File: src/rtl/piso_pkg.sv
package piso_pkg;

    // Operation applied to the shift register in a given cycle
    typedef enum logic [1:0] {
        OP_HOLD  = 2'd0,
        OP_LOAD  = 2'd1,
        OP_SHIFT = 2'd2
    } piso_op_e;

endpackage

File: src/rtl/piso_ctrl.sv
module piso_ctrl
    import piso_pkg::*;
(
    input  logic     shift_mode,
    input  logic     shf_en,
    input  logic     cap_en,
    output piso_op_e op,
    output logic     fwd
);

    // Decode of the mode input and the shift strobe; a load overrides the strobe
    always_comb begin
        unique case ({shift_mode, shf_en})
            2'b00:   op = OP_LOAD;
            2'b01:   op = OP_LOAD;   // load wins over a coincident shift strobe
            2'b10:   op = OP_HOLD;
            2'b11:   op = OP_SHIFT;
            default: op = OP_HOLD;
        endcase
    end

    // A capture in the same cycle forwards the pins to the load path
    always_comb begin
        fwd = cap_en;
    end

endmodule

File: src/rtl/piso_hold_reg.sv
module piso_hold_reg #(
    parameter int W = 8
) (
    input  logic         clk,
    input  logic         rst_n,
    input  logic         cap_en,
    input  logic [W-1:0] par_in,
    output logic [W-1:0] hold_q
);

    always_ff @(posedge clk) begin
        if (!rst_n) begin
            hold_q <= '0;
        end else if (cap_en) begin
            hold_q <= par_in;
        end
    end

    assert_capture_R2: assert property (@(posedge clk) disable iff (!rst_n)
        cap_en |=> hold_q == $past(par_in));

    assert_keep_R2: assert property (@(posedge clk) disable iff (!rst_n)
        (!cap_en && $past(rst_n)) |=> $stable(hold_q));

endmodule

File: src/rtl/piso_shift_reg.sv
module piso_shift_reg
    import piso_pkg::*;
#(
    parameter int W = 8
) (
    input  logic         clk,
    input  logic         rst_n,
    input  piso_op_e     op,
    input  logic [W-1:0] load_word,
    input  logic         ser_in,
    output logic [W-1:0] stage_q
);

    logic [W-1:0] stage_d;

    // Stage 0 (A) takes the serial input; each later stage takes its neighbour
    genvar k;
    generate
        for (k = 0; k < W; k++) begin : g_stage
            if (k == 0) begin : g_first
                always_comb begin
                    unique case (op)
                        OP_LOAD:  stage_d[k] = load_word[k];
                        OP_SHIFT: stage_d[k] = ser_in;
                        default:  stage_d[k] = stage_q[k];
                    endcase
                end
            end else begin : g_rest
                always_comb begin
                    unique case (op)
                        OP_LOAD:  stage_d[k] = load_word[k];
                        OP_SHIFT: stage_d[k] = stage_q[k-1];
                        default:  stage_d[k] = stage_q[k];
                    endcase
                end
            end
        end
    endgenerate

    always_ff @(posedge clk) begin
        if (!rst_n) begin
            stage_q <= '0;
        end else begin
            stage_q <= stage_d;
        end
    end

    assert_shift_R4: assert property (@(posedge clk) disable iff (!rst_n)
        (op == OP_SHIFT) |=> stage_q == {$past(stage_q[W-2:0]), $past(ser_in)});

    assert_hold_R5: assert property (@(posedge clk) disable iff (!rst_n)
        (op == OP_HOLD && $past(rst_n)) |=> $stable(stage_q));

    assert_load_R3: assert property (@(posedge clk) disable iff (!rst_n)
        (op == OP_LOAD) |=> stage_q == $past(load_word));

endmodule

File: src/rtl/piso_out_stage.sv
module piso_out_stage (
    input  logic oe_n,
    input  logic stage_h,
    output logic ser_q,
    output logic ser_oe
);

    always_comb begin
        ser_q  = stage_h;
        ser_oe = ~oe_n;
    end

endmodule

File: src/rtl/piso_latched.sv
module piso_latched
    import piso_pkg::*;
#(
    parameter int W = 8
) (
    input  logic         clk,
    input  logic         rst_n,
    input  logic [W-1:0] par_in,
    input  logic         cap_en,
    input  logic         shift_mode,
    input  logic         shf_en,
    input  logic         ser_in,
    input  logic         oe_n,
    output logic         ser_q,
    output logic         ser_oe
);

    localparam int HI = W - 1;

    piso_op_e     op;
    logic         fwd;
    logic [W-1:0] hold_q;
    logic [W-1:0] load_word;
    logic [W-1:0] stage_q;

    piso_ctrl u_ctrl (
        .shift_mode (shift_mode),
        .shf_en     (shf_en),
        .cap_en     (cap_en),
        .op         (op),
        .fwd        (fwd)
    );

    piso_hold_reg #(.W(W)) u_hold (
        .clk    (clk),
        .rst_n  (rst_n),
        .cap_en (cap_en),
        .par_in (par_in),
        .hold_q (hold_q)
    );

    // Load source: pins when captured this cycle, else the held word
    always_comb begin
        load_word = fwd ? par_in : hold_q;
    end

    piso_shift_reg #(.W(W)) u_shift (
        .clk       (clk),
        .rst_n     (rst_n),
        .op        (op),
        .load_word (load_word),
        .ser_in    (ser_in),
        .stage_q   (stage_q)
    );

    piso_out_stage u_out (
        .oe_n    (oe_n),
        .stage_h (stage_q[HI]),
        .ser_q   (ser_q),
        .ser_oe  (ser_oe)
    );

    assert_forward_R7: assert property (@(posedge clk) disable iff (!rst_n)
        (cap_en && !shift_mode) |=> stage_q == $past(par_in));

    assert_plain_load_R3: assert property (@(posedge clk) disable iff (!rst_n)
        (!cap_en && !shift_mode) |=> stage_q == $past(hold_q));

    assert_load_priority_R6: assert property (@(posedge clk) disable iff (!rst_n)
        (!shift_mode && shf_en && !cap_en) |=> stage_q == $past(hold_q));

    assert_out_h_R8: assert property (@(posedge clk) disable iff (!rst_n)
        (shift_mode && shf_en) |=> ser_q == $past(stage_q[HI-1]));

endmodule

File: config.mk
export PLATFORM = sky130hd
export DESIGN_NAME = piso_latched
export DESIGN_NICKNAME = d
export VERILOG_FILES = /design/src/rtl/piso_pkg.sv /design/src/rtl/piso_ctrl.sv /design/src/rtl/piso_hold_reg.sv /design/src/rtl/piso_shift_reg.sv /design/src/rtl/piso_out_stage.sv /design/src/rtl/piso_latched.sv
export SDC_FILE = /design/constraint.sdc
export NUM_CORES = 1
export LEC_CHECK = 0
export ABC_AREA = 1
export BUFFER_PORTS_ARGS = -buffer_cell sky130_fd_sc_hd__buf_2
export CORE_UTILIZATION = 25
export DETAILED_ROUTE_END_ITERATION = 6
export PLACE_DENSITY = 0.5
export SKIP_CTS_REPAIR_TIMING = 1
export SLEW_MARGIN = 20
export SYNTH_ARGS = -nofsm -noshare
export SYNTH_HDL_FRONTEND = slang
export SYNTH_SLANG_ARGS = --single-unit
File: constraint.sdc
create_clock -name clk -period 0.8 [get_ports clk]
set_input_delay 0.16 -clock clk [delete_from_list [all_inputs] [get_ports clk]]
set_output_delay 0.16 -clock clk [all_outputs]
set_load 0.02 [all_outputs]
==> results of run 1 <==
-- Yosys cell counts, drive strengths merged --
| cell type | count | area [um2] |
|---|---|---|
| dfxtp | 16 | 320 |
| clkinv | 1 | 5.00 |
| inv | 4 | 17.5 |
| nand2 | 48 | 180 |
| buf | 5 | 61.3 |
| nand3 | 24 | 120 |
| a21oi | 8 | 40.0 |
| clkbuf | 1 | 13.8 |
-- registers in the layout (all words and copies together) (netlist names) --
signal / cells
u_hold.hold_q: 8
u_shift.stage_q: 8
-- worst register-to-register path: stages (launching register included) --
cell and delay, ps:
dfxtp_1 300, nand2_1 70, nand2_1 70, nand3_1 70
nand2_1 60
-- layer usage --
metal  share of wire [%]  global-route usage (%)
met1                  53                    14.0
met2                  41                    12.9
met3                 6.3                    3.40
met4                   0                    1.05
met5                   0                       0
-- cell type report --
cell class | count | area [um2] | area share (%)
timing repair buffer | 19 | 121 | 14.0
clock buffer | 3 | 22.5 | 2.60
sequential | 16 | 322 | 37.1
multi-input combinational | 80 | 340 | 39.2
tap | 31 | 38.8 | 4.47
inverter | 5 | 22.5 | 2.60
-- power groups by stage --
| stage | clock network [mW] | registers, mW | logic, mW |
|---|---|---|---|
| after floorplan | 0 | 0.875 | 0.160 |
| after global placement | 0 | 0.875 | 0.210 |
| after detailed placement | 0 | 0.876 | 0.212 |
| after CTS | 0.422 | 0.857 | 0.213 |
| after global routing | 0.458 | 0.863 | 0.245 |
| final | 0.391 | 0.858 | 0.213 |
-- through the flow --
step / TNS (ps) / area (um2) / total power [mW]
floorplan: 0 / 758 / 1.03
global placement: -465 / 837 / 1.09
detailed placement: -685 / 837 / 1.09
CTS: -152 / 860 / 1.49
global route: -136 / 867 / 1.57
finish: -83.1 / 867 / 1.46
-- path summary, 6_finish.rpt --
kind                                          from            endpoint  slack, ps
worst max-delay path            u_shift.stage_q[7]               ser_q        -80
worst min-delay path                     par_in[6]    u_hold.hold_q[6]        140
worst max register to register    u_hold.hold_q[5]  u_shift.stage_q[5]        120
worst min register to register    u_hold.hold_q[0]    u_hold.hold_q[0]        470
-- cells by family (layout without fill, tap and decap cells) --
group	count (synthesis)	after routing
and+or+nand+nor	72	72
AOI/OAI and AO/OA	8	8
DFF	16	16
buffers and inverters	11	27
==> flow_summary.json, run 1 <==
{
  "outcome": "finished, violations left",
  "violations": "DRC, setup timing",
  "cp_max_fo": 2,
  "grt_usage_pct": 9.27,
  "io_pins": 17,
  "path_depth": 1,
  "fp.coreArea_um2": 2810,
  "grt_pass1_wl_um": 2330,
  "vdd_drop_max_uv": 959,
  "cp_slowest_stage_delay_ps": 340,
  "arrival_ps": 720,
  "maxCapViolations": 0,
  "synth_warnings": 0,
  "synth_top_family_by_area": "simple AND/OR/NAND/NOR gates",
  "fmax_ghz": 1.13,
  "muxShareOfSynthArea_pct": 0,
  "vias_per_cell": 4.54,
  "hp-class": "input pin to flip-flop",
  "antenna_found_initial": 0,
  "worstSetupEndpointType": "output pin",
  "row_count": 19,
  "leakage_nw": 0.465,
  "cp_cell_sequence": "buf_6",
  "cts_tree": "yes",
  "crit_buf_inv": 1,
  "crit_required_ps": 640,
  "clk_latency_ps": 270,
  "final_common_cell": "nand2_1",
  "io_buffer_count": 16,
  "seqPwrFrac_pct": 58.7,
  "drtIter0Drc": 36,
  "cp_top_family": "flip-flops",
  "synth_compound_gate_area_share_pct": 5.28,
  "hold_depth": 3,
  "final-setup-viol-count": 1,
  "hold_viol": 0,
  "seq_area_frac_synth_pct": 42.2,
  "fill_cells": 321,
  "place.gp.congestion": 0.684,
  "num_antenna_cells": 0,
  "crit_path_start_kind": "flip-flop",
  "via_count": 699,
  "layout-drive-gt1-share_pct": 20.3,
  "initial_core_util_pct": 27.0,
  "finalWorstSetupSlack_ps": -83.1,
  "cts.path.max_buffers": 2,
  "reg2regPathDepth": 4,
  "area_growth_syn_to_layout_pct": 14.4,
  "firstDrtPassIters": 6,
  "root_buffer": "clkbuf_4",
  "relSlewSlack_pct": 83.2,
  "netSwitchingPower_uw": 359,
  "yosys.area_share.simple_pct": 39.6,
  "grt_max_degree": 18,
  "power_frac_clock_pct": 26.7,
  "layout_common_cells": "nand2_1 (48), nand3_1 (24), buf_2 (15), dfxtp_1 (15), a21oi_1 (8)",
  "grt_pass1_vias": 520,
  "slew_viol_final": 0,
  "pre_cts_slack_ps": -93.7,
  "numCtsBuffers": 3,
  "finish.utilization_pct": 30.9,
  "worst_pin_slew_ps": 251,
  "die_h_um": 57.1,
  "grt_setup_unrepaired": "yes",
  "skew_ps": 5.92,
  "pwr-share-comb_pct": 14.6,
  "cts_sinks": 16,
  "power-per-cell-area_nw_per_um2": 1690,
  "cp_slowest_cell": "dfxtp_2",
  "synth_adder_area_share_pct": 0,
  "syn_avg_cell_area_um2": 7.09,
  "wl_um": 1420,
  "cts_max_level": 1,
  "clk_pin_slew_worst_paths_ps": 80,
  "syn-num-nets": 122,
  "power.internal_mw": 1.10,
  "die_w_um": 57.1,
  "synth_cells": 107,
  "dp_cells": 151,
  "synthesis.area_um2": 758,
  "whs_ps": 145,
  "wl_per_cell_um": 9.21,
  "dp_hpwl_um": 1120,
  "final_cells": 154,
  "final_antenna_net_count": 0,
  "period_share_pct": 110,
  "grt_overflow": 0,
  "ys_types": 11,
  "critical_path_class": "flip-flop to output pin",
  "nets": 140,
  "finalCriticalPeriod_ps": 883,
  "die-area_um2": 3260,
  "yosys_register_bits": 16,
  "swShare_pct": 24.6,
  "drc": 2,
  "synth-xor-area-share_pct": 0
}
No activity file was read; power rests on OpenSTA's default activity.
==> run 2, diff against run 1 <==
--- a/config.mk
+++ b/config.mk
@@ -7,9 +7,10 @@
 export LEC_CHECK = 0
 export ABC_AREA = 1
 export BUFFER_PORTS_ARGS = -buffer_cell sky130_fd_sc_hd__buf_2
-export CORE_UTILIZATION = 25
+export CORE_UTILIZATION = 40
 export DETAILED_ROUTE_END_ITERATION = 6
-export PLACE_DENSITY = 0.5
+export GPL_TIMING_DRIVEN = 0
+export PLACE_DENSITY = 0.69
 export SKIP_CTS_REPAIR_TIMING = 1
 export SLEW_MARGIN = 20
 export SYNTH_ARGS = -nofsm -noshare
==> run 2 against run 1 <==
The flow finishes with violations (setup timing). Flip-flop and latch count unchanged. Highest routed layer unchanged. Critical endpoint unchanged. Non-clock buffer count shrank 1. Clock skew rose by 3.3 ps. Count of clock-buffer cells in the layout unchanged. Worst setup slack lost 19 ps. Via count shrank 1.9%. Die area down 36%.
==> flow_summary.json, run 2 (same netlist as run 1, synthesis figures left out) <==
{
  "outcome": "finished, violations left",
  "violations": "setup timing",
  "final_cells": 147,
  "place.gp.congestion": 0.736,
  "rrSetupSlack_ps": 150,
  "use_met1_pct": 18.3,
  "final_common_cell": "nand2_1",
  "cp_cell_sequence": "buf_6",
  "swShare_pct": 25.4,
  "postLayoutCellArea_um2": 880,
  "crit_path_start_kind": "flip-flop",
  "numCtsBuffers": 3,
  "relSlewSlack_pct": 83.1,
  "crit_required_ps": 640,
  "placed_cell_area_um2": 850,
  "cp_top_family": "flip-flops",
  "worstSetupEndpointType": "output pin",
  "hp-class": "input pin to flip-flop",
  "skew_ps": 9.21,
  "io_pins": 17,
  "fill_cells": 192,
  "crit_start": "u_shift.stage_q[7]",
  "wl_per_cell_um": 8.95,
  "cts_tree": "yes",
  "grt_max_degree": 11,
  "clk_latency_ps": 290,
  "leakage_nw": 0.470,
  "row_count": 15,
  "power-per-cell-area_nw_per_um2": 1700,
  "drc": 0,
  "dp_hpwl_um": 969,
  "die_w_um": 45.5,
  "seqPwrFrac_pct": 57.4,
  "finish.utilization_pct": 50.4,
  "whs_ps": 125,
  "grt_pass1_wl_um": 2170,
  "busiest_layer": "met2",
  "grtUsageMet2_pct": 22.9,
  "power_frac_clock_pct": 27.8,
  "initial_core_util_pct": 43.4,
  "nets": 139,
  "cts.path.max_buffers": 2,
  "die-area_um2": 2070,
  "dp_cells": 144,
  "area_growth_syn_to_layout_pct": 16.0,
  "grt_setup_unrepaired": "yes",
  "period_share_pct": 113,
  "cp_max_fo": 2,
  "vdd_drop_max_uv": 1180,
  "critical_path_class": "flip-flop to output pin",
  "arrival_ps": 740,
  "final_antenna_net_count": 0,
  "num_antenna_cells": 0,
  "grt_util_met3_pct": 7.14,
  "io_buffer_count": 12,
  "crit_buf_inv": 1,
  "min_from": "rst_n",
  "cts_sinks": 16,
  "die_h_um": 45.5,
  "layout_common_cells": "nand2_1 (48), nand3_1 (24), dfxtp_1 (15), buf_2 (11), a21oi_1 (8)",
  "grt_pass1_vias": 524,
  "hold_viol": 0,
  "power.internal_mw": 1.11,
  "fp.coreArea_um2": 1750,
  "final-setup-viol-count": 1,
  "cp_slowest_stage_delay_ps": 330,
  "maxCapViolations": 0,
  "wl_um": 1320,
  "layout-drive-gt1-share_pct": 19.7,
  "reg2reg_from": "u_hold.hold_q[0]",
  "via_count": 686,
  "fmax_ghz": 1.11,
  "cts_max_level": 1,
  "root_buffer": "clkbuf_4",
  "antenna_found_initial": 0,
  "drtIter0Drc": 4,
  "netSwitchingPower_uw": 380,
  "firstDrtPassIters": 4,
  "reg_top3": "u_hold.hold_q (8), u_shift.stage_q (8)",
  "clk_pin_slew_worst_paths_ps": 90,
  "grt_overflow": 0,
  "finalCriticalPeriod_ps": 902,
  "worst_pin_slew_ps": 254,
  "finalSetupTns_ps": -102,
  "pwr-share-comb_pct": 14.8,
  "finalWorstSetupSlack_ps": -102,
  "vias_per_cell": 4.67,
  "cp_slowest_cell": "dfxtp_2",
  "grt_usage_pct": 14.8,
  "slew_viol_final": 0
}
==> run 2: worst paths after layout <==
check | end | depth (start not counted)
min | u_shift.stage_q[2] | 3
max reg2reg | u_shift.stage_q[0] | 4
min reg2reg | u_hold.hold_q[3] | 2
max | ser_q | 1
==> run 2: metal layers <==
| metal | wire (um) | part of all wire, % |
|---|---|---|
| met1 | 652 | 50 |
| met2 | 580 | 44 |
| met3 | 83 | 6.3 |
| met4 | 0 | 0 |
| met5 | 0 | 0 |
==> run 2: per-stage QoR <==
step	power (mW)	worst slack (ps)
6_report	1.49	-102
5_1_grt	1.58	-143
3_5_place_dp	1.09	51.0
2_1_floorplan	1.03	93.0
4_1_cts	1.50	-152
3_3_place_gp	1.09	56.4
==> run 2: power groups by stage <==
stage               Clock [mW]  Combinational [mW]  Sequential, mW
floorplan                    0               0.160           0.875
global placement             0               0.216           0.873
detailed placement           0               0.219           0.875
CTS                      0.427               0.220           0.856
global route             0.465               0.250           0.862
finish                   0.415               0.222           0.857
==> run 2: layout make-up <==
cell class	count	area, um2	area share (%)
clock buffer	3	22.5	2.56
multi-input combinational	80	340	38.7
sequential	16	322	36.6
buffer	6	75.1	8.53
inverter	5	22.5	2.56
timing repair buffer	12	66.3	7.54
tap	25	31.3	3.56
==> run 3, diff against run 2 <==
--- a/config.mk
+++ b/config.mk
@@ -10,9 +10,10 @@
 export CORE_UTILIZATION = 40
 export DETAILED_ROUTE_END_ITERATION = 6
 export GPL_TIMING_DRIVEN = 0
-export PLACE_DENSITY = 0.69
+export PLACE_DENSITY = 0.68
 export SKIP_CTS_REPAIR_TIMING = 1
 export SLEW_MARGIN = 20
 export SYNTH_ARGS = -nofsm -noshare
 export SYNTH_HDL_FRONTEND = slang
+export SYNTH_HIERARCHICAL = 1
 export SYNTH_SLANG_ARGS = --single-unit
==> run 3 against run 2 <==
The flow still finishes with violations (setup timing). First-iteration DRC count grew to 4.8 times the previous value. Design area grew 36%. Critical path depth grew 1. Clock skew shrank 6.7 ps. Highest routed layer is now met4. Critical endpoint unchanged. Die area is 22% higher. Register-to-register slack lost 130 ps. Count of clock-buffer cells in the layout up 1. Non-clock buffer count grew 10. Critical path type unchanged. Final cell count rose by 39%.
==> flow_summary.json, run 3 <==
{
  "outcome": "finished, violations left",
  "violations": "setup timing",
  "seq_area_frac_synth_pct": 34.4,
  "grt_usage_pct": 15.9,
  "power-per-cell-area_nw_per_um2": 1620,
  "yosys_register_bits": 16,
  "die-area_um2": 2520,
  "worst_pin_slew_ps": 197,
  "hold_depth": 4,
  "layout_common_cells": "nand2_1 (53), nor2_1 (37), inv_1 (16), buf_2 (13)",
  "syn-num-nets": 169,
  "yosysTopAreaCellShare_pct": 34.4,
  "vias_per_cell": 4.23,
  "grt_overflow": 0,
  "whs_ps": 131,
  "relSlewSlack_pct": 86.8,
  "crit_required_ps": 640,
  "maxCapViolations": 0,
  "critical_path_class": "flip-flop to output pin",
  "final_cells": 204,
  "clk_pin_slew_worst_paths_ps": 100,
  "synth_area_leader_cell": "dfxtp_1",
  "crit_path_start_kind": "flip-flop",
  "reg2reg_from": "u_hold/hold_q[7]",
  "grt_max_degree": 11,
  "finalSetupTns_ps": -214,
  "grt_pass1_wl_um": 3110,
  "dp_hpwl_um": 1250,
  "syn_avg_cell_area_um2": 6.08,
  "row_count": 17,
  "finish.utilization_pct": 53.9,
  "nets": 193,
  "slew_viol_final": 0,
  "io_buffer_count": 15,
  "cts_tree": "yes",
  "area_growth_syn_to_layout_pct": 28.1,
  "final_antenna_net_count": 0,
  "grt_setup_unrepaired": "yes",
  "synthTopCellsByCount": "nand2_1 (55), nor2_1 (37), inv_1 (20)",
  "synth_warnings": 6,
  "final-setup-viol-count": 2,
  "wl_um": 1780,
  "final_common_cell": "nand2_1",
  "initial_core_util_pct": 42.1,
  "synth.most_common_cell": "nand2_1",
  "cts.path.max_buffers": 2,
  "reg2reg_to": "u_shift/stage_q[7]",
  "num_antenna_cells": 0,
  "fmax_ghz": 1.00,
  "die_h_um": 50.2,
  "synth-async-reset-ratio_pct": 0,
  "multiInputGateArea_um2": 459,
  "antenna_found_initial": 0,
  "root_buffer": "clkbuf_4",
  "hold_viol": 0,
  "arrival_ps": 840,
  "cp_max_fo": 2,
  "min_from": "cap_en",
  "fp.coreArea_um2": 2210,
  "synth_area_leaders": "dfxtp_1 (34%), nand2_1 (22%), nor2_1 (15%)",
  "cts_max_level": 1,
  "layout-drive-gt1-share_pct": 31.8,
  "ys_types": 14,
  "vdd_drop_max_uv": 918,
  "firstDrtPassIters": 4,
  "grt_pass1_vias": 758,
  "period_share_pct": 125,
  "reg_top3": "u_hold/hold_q (8), u_shift/stage_q (8)",
  "ys.flop_type": "dfxtp_1",
  "via_count": 863,
  "die_w_um": 50.2,
  "synthesis.area_um2": 931,
  "skew_ps": 2.47,
  "dp_cells": 196,
  "worstSetupEndpointType": "output pin",
  "drc": 0,
  "drtIter0Drc": 19,
  "wl_per_cell_um": 8.72,
  "synth_cells": 153,
  "synth_edf_count": 0,
  "cts_sinks": 16,
  "ff_latch_area_um2": 330,
  "min_to": "u_hold/hold_q[7]",
  "reg2regPathDepth": 6,
  "rrSetupSlack_ps": 20,
  "numCtsBuffers": 3,
  "finalWorstSetupSlack_ps": -199,
  "clk_latency_ps": 280,
  "finalCriticalPeriod_ps": 999,
  "leakage_nw": 0.659,
  "fill_cells": 231,
  "hp-class": "input pin to flip-flop",
  "place.gp.congestion": 0.747,
  "io_pins": 17
}
run 3: cell count changes in the layout (fill, tap and decap cells not counted), moves of 3 or more:
cell / before / now
nor2_1: 0 / 37
nand3_1: 24 / 0
inv_1: 3 / 16
a21oi_1: 8 / 0
dfxtp_1: 15 / 8
dfxtp_2: 1 / 8
inv_2: 0 / 5
nand2_1: 48 / 53
o21ai_1: 0 / 4
buf_4: 1 / 4
buf_6: 4 / 7
buf_8: 0 / 3
nand2_2: 0 / 3
nor2_2: 0 / 3
run 3: power breakdown:
part           switching, mW  total (mW)  leakage (nW)  internal [mW]
clock                  0.264       0.540        0.0210          0.277
combinational          0.239       0.478         0.503          0.239
sequential            0.0367       0.908         0.135          0.871
total                  0.539        1.93         0.659           1.39
run 3: kinds of logic after synthesis:
logic type	after synthesis	share of synthesized area (%)
and+or+nand+nor	97	40.5
buffers and inverters	31	19.5
DFF	16	34.4
AOI/OAI and AO/OA	8	4.30
adders and majority gates	1	1.34
run 3: how the worst max path moves through the flow:
stage,cells after the start,start,endpoint,slack (ps)
floorplan,9,shift_mode,u_shift/stage_q[3],-150
global placement,8,shift_mode,u_shift/stage_q[0],-340
detailed placement,8,shift_mode,u_shift/stage_q[7],-360
CTS,2,u_shift/stage_q[7],ser_q,-240
global route,2,u_shift/stage_q[7],ser_q,-230
finish,2,u_shift/stage_q[7],ser_q,-200
run 3: cell type report:
type / count / area share (%)
Buffer: 8 / 8.18
Tap cell: 28 / 2.94
Multi-Input combinational cell: 106 / 38.5
Clock buffer: 4 / 3.04
Sequential cell: 16 / 27.7
Inverter: 22 / 7.35
Timing Repair Buffer: 20 / 12.3
run 3: stage by stage:
stage | instance area, um2 | power [mW] | setup slack [ps]
6_report | 1190 | 1.93 | -199
5_1_grt | 1190 | 2.05 | -234
4_1_cts | 1110 | 1.86 | -239
3_5_place_dp | 1070 | 1.32 | -363
3_3_place_gp | 1070 | 1.31 | -338
2_1_floorplan | 962 | 1.22 | -154
run 3: worst max-delay path: stages (launching register included):
cell and delay [ps]:
dfxtp_2 340, buf_6 100, buf_6 120
run 3: layer usage:
metal,GRT usage [%],vias to the layer above,share of wire (%)
li1,-,485,-
met1,20.8,362,50
met3,3.64,2,2.8
met4,6.19,0,0.51
met2,25.1,14,47
met5,0,-,0
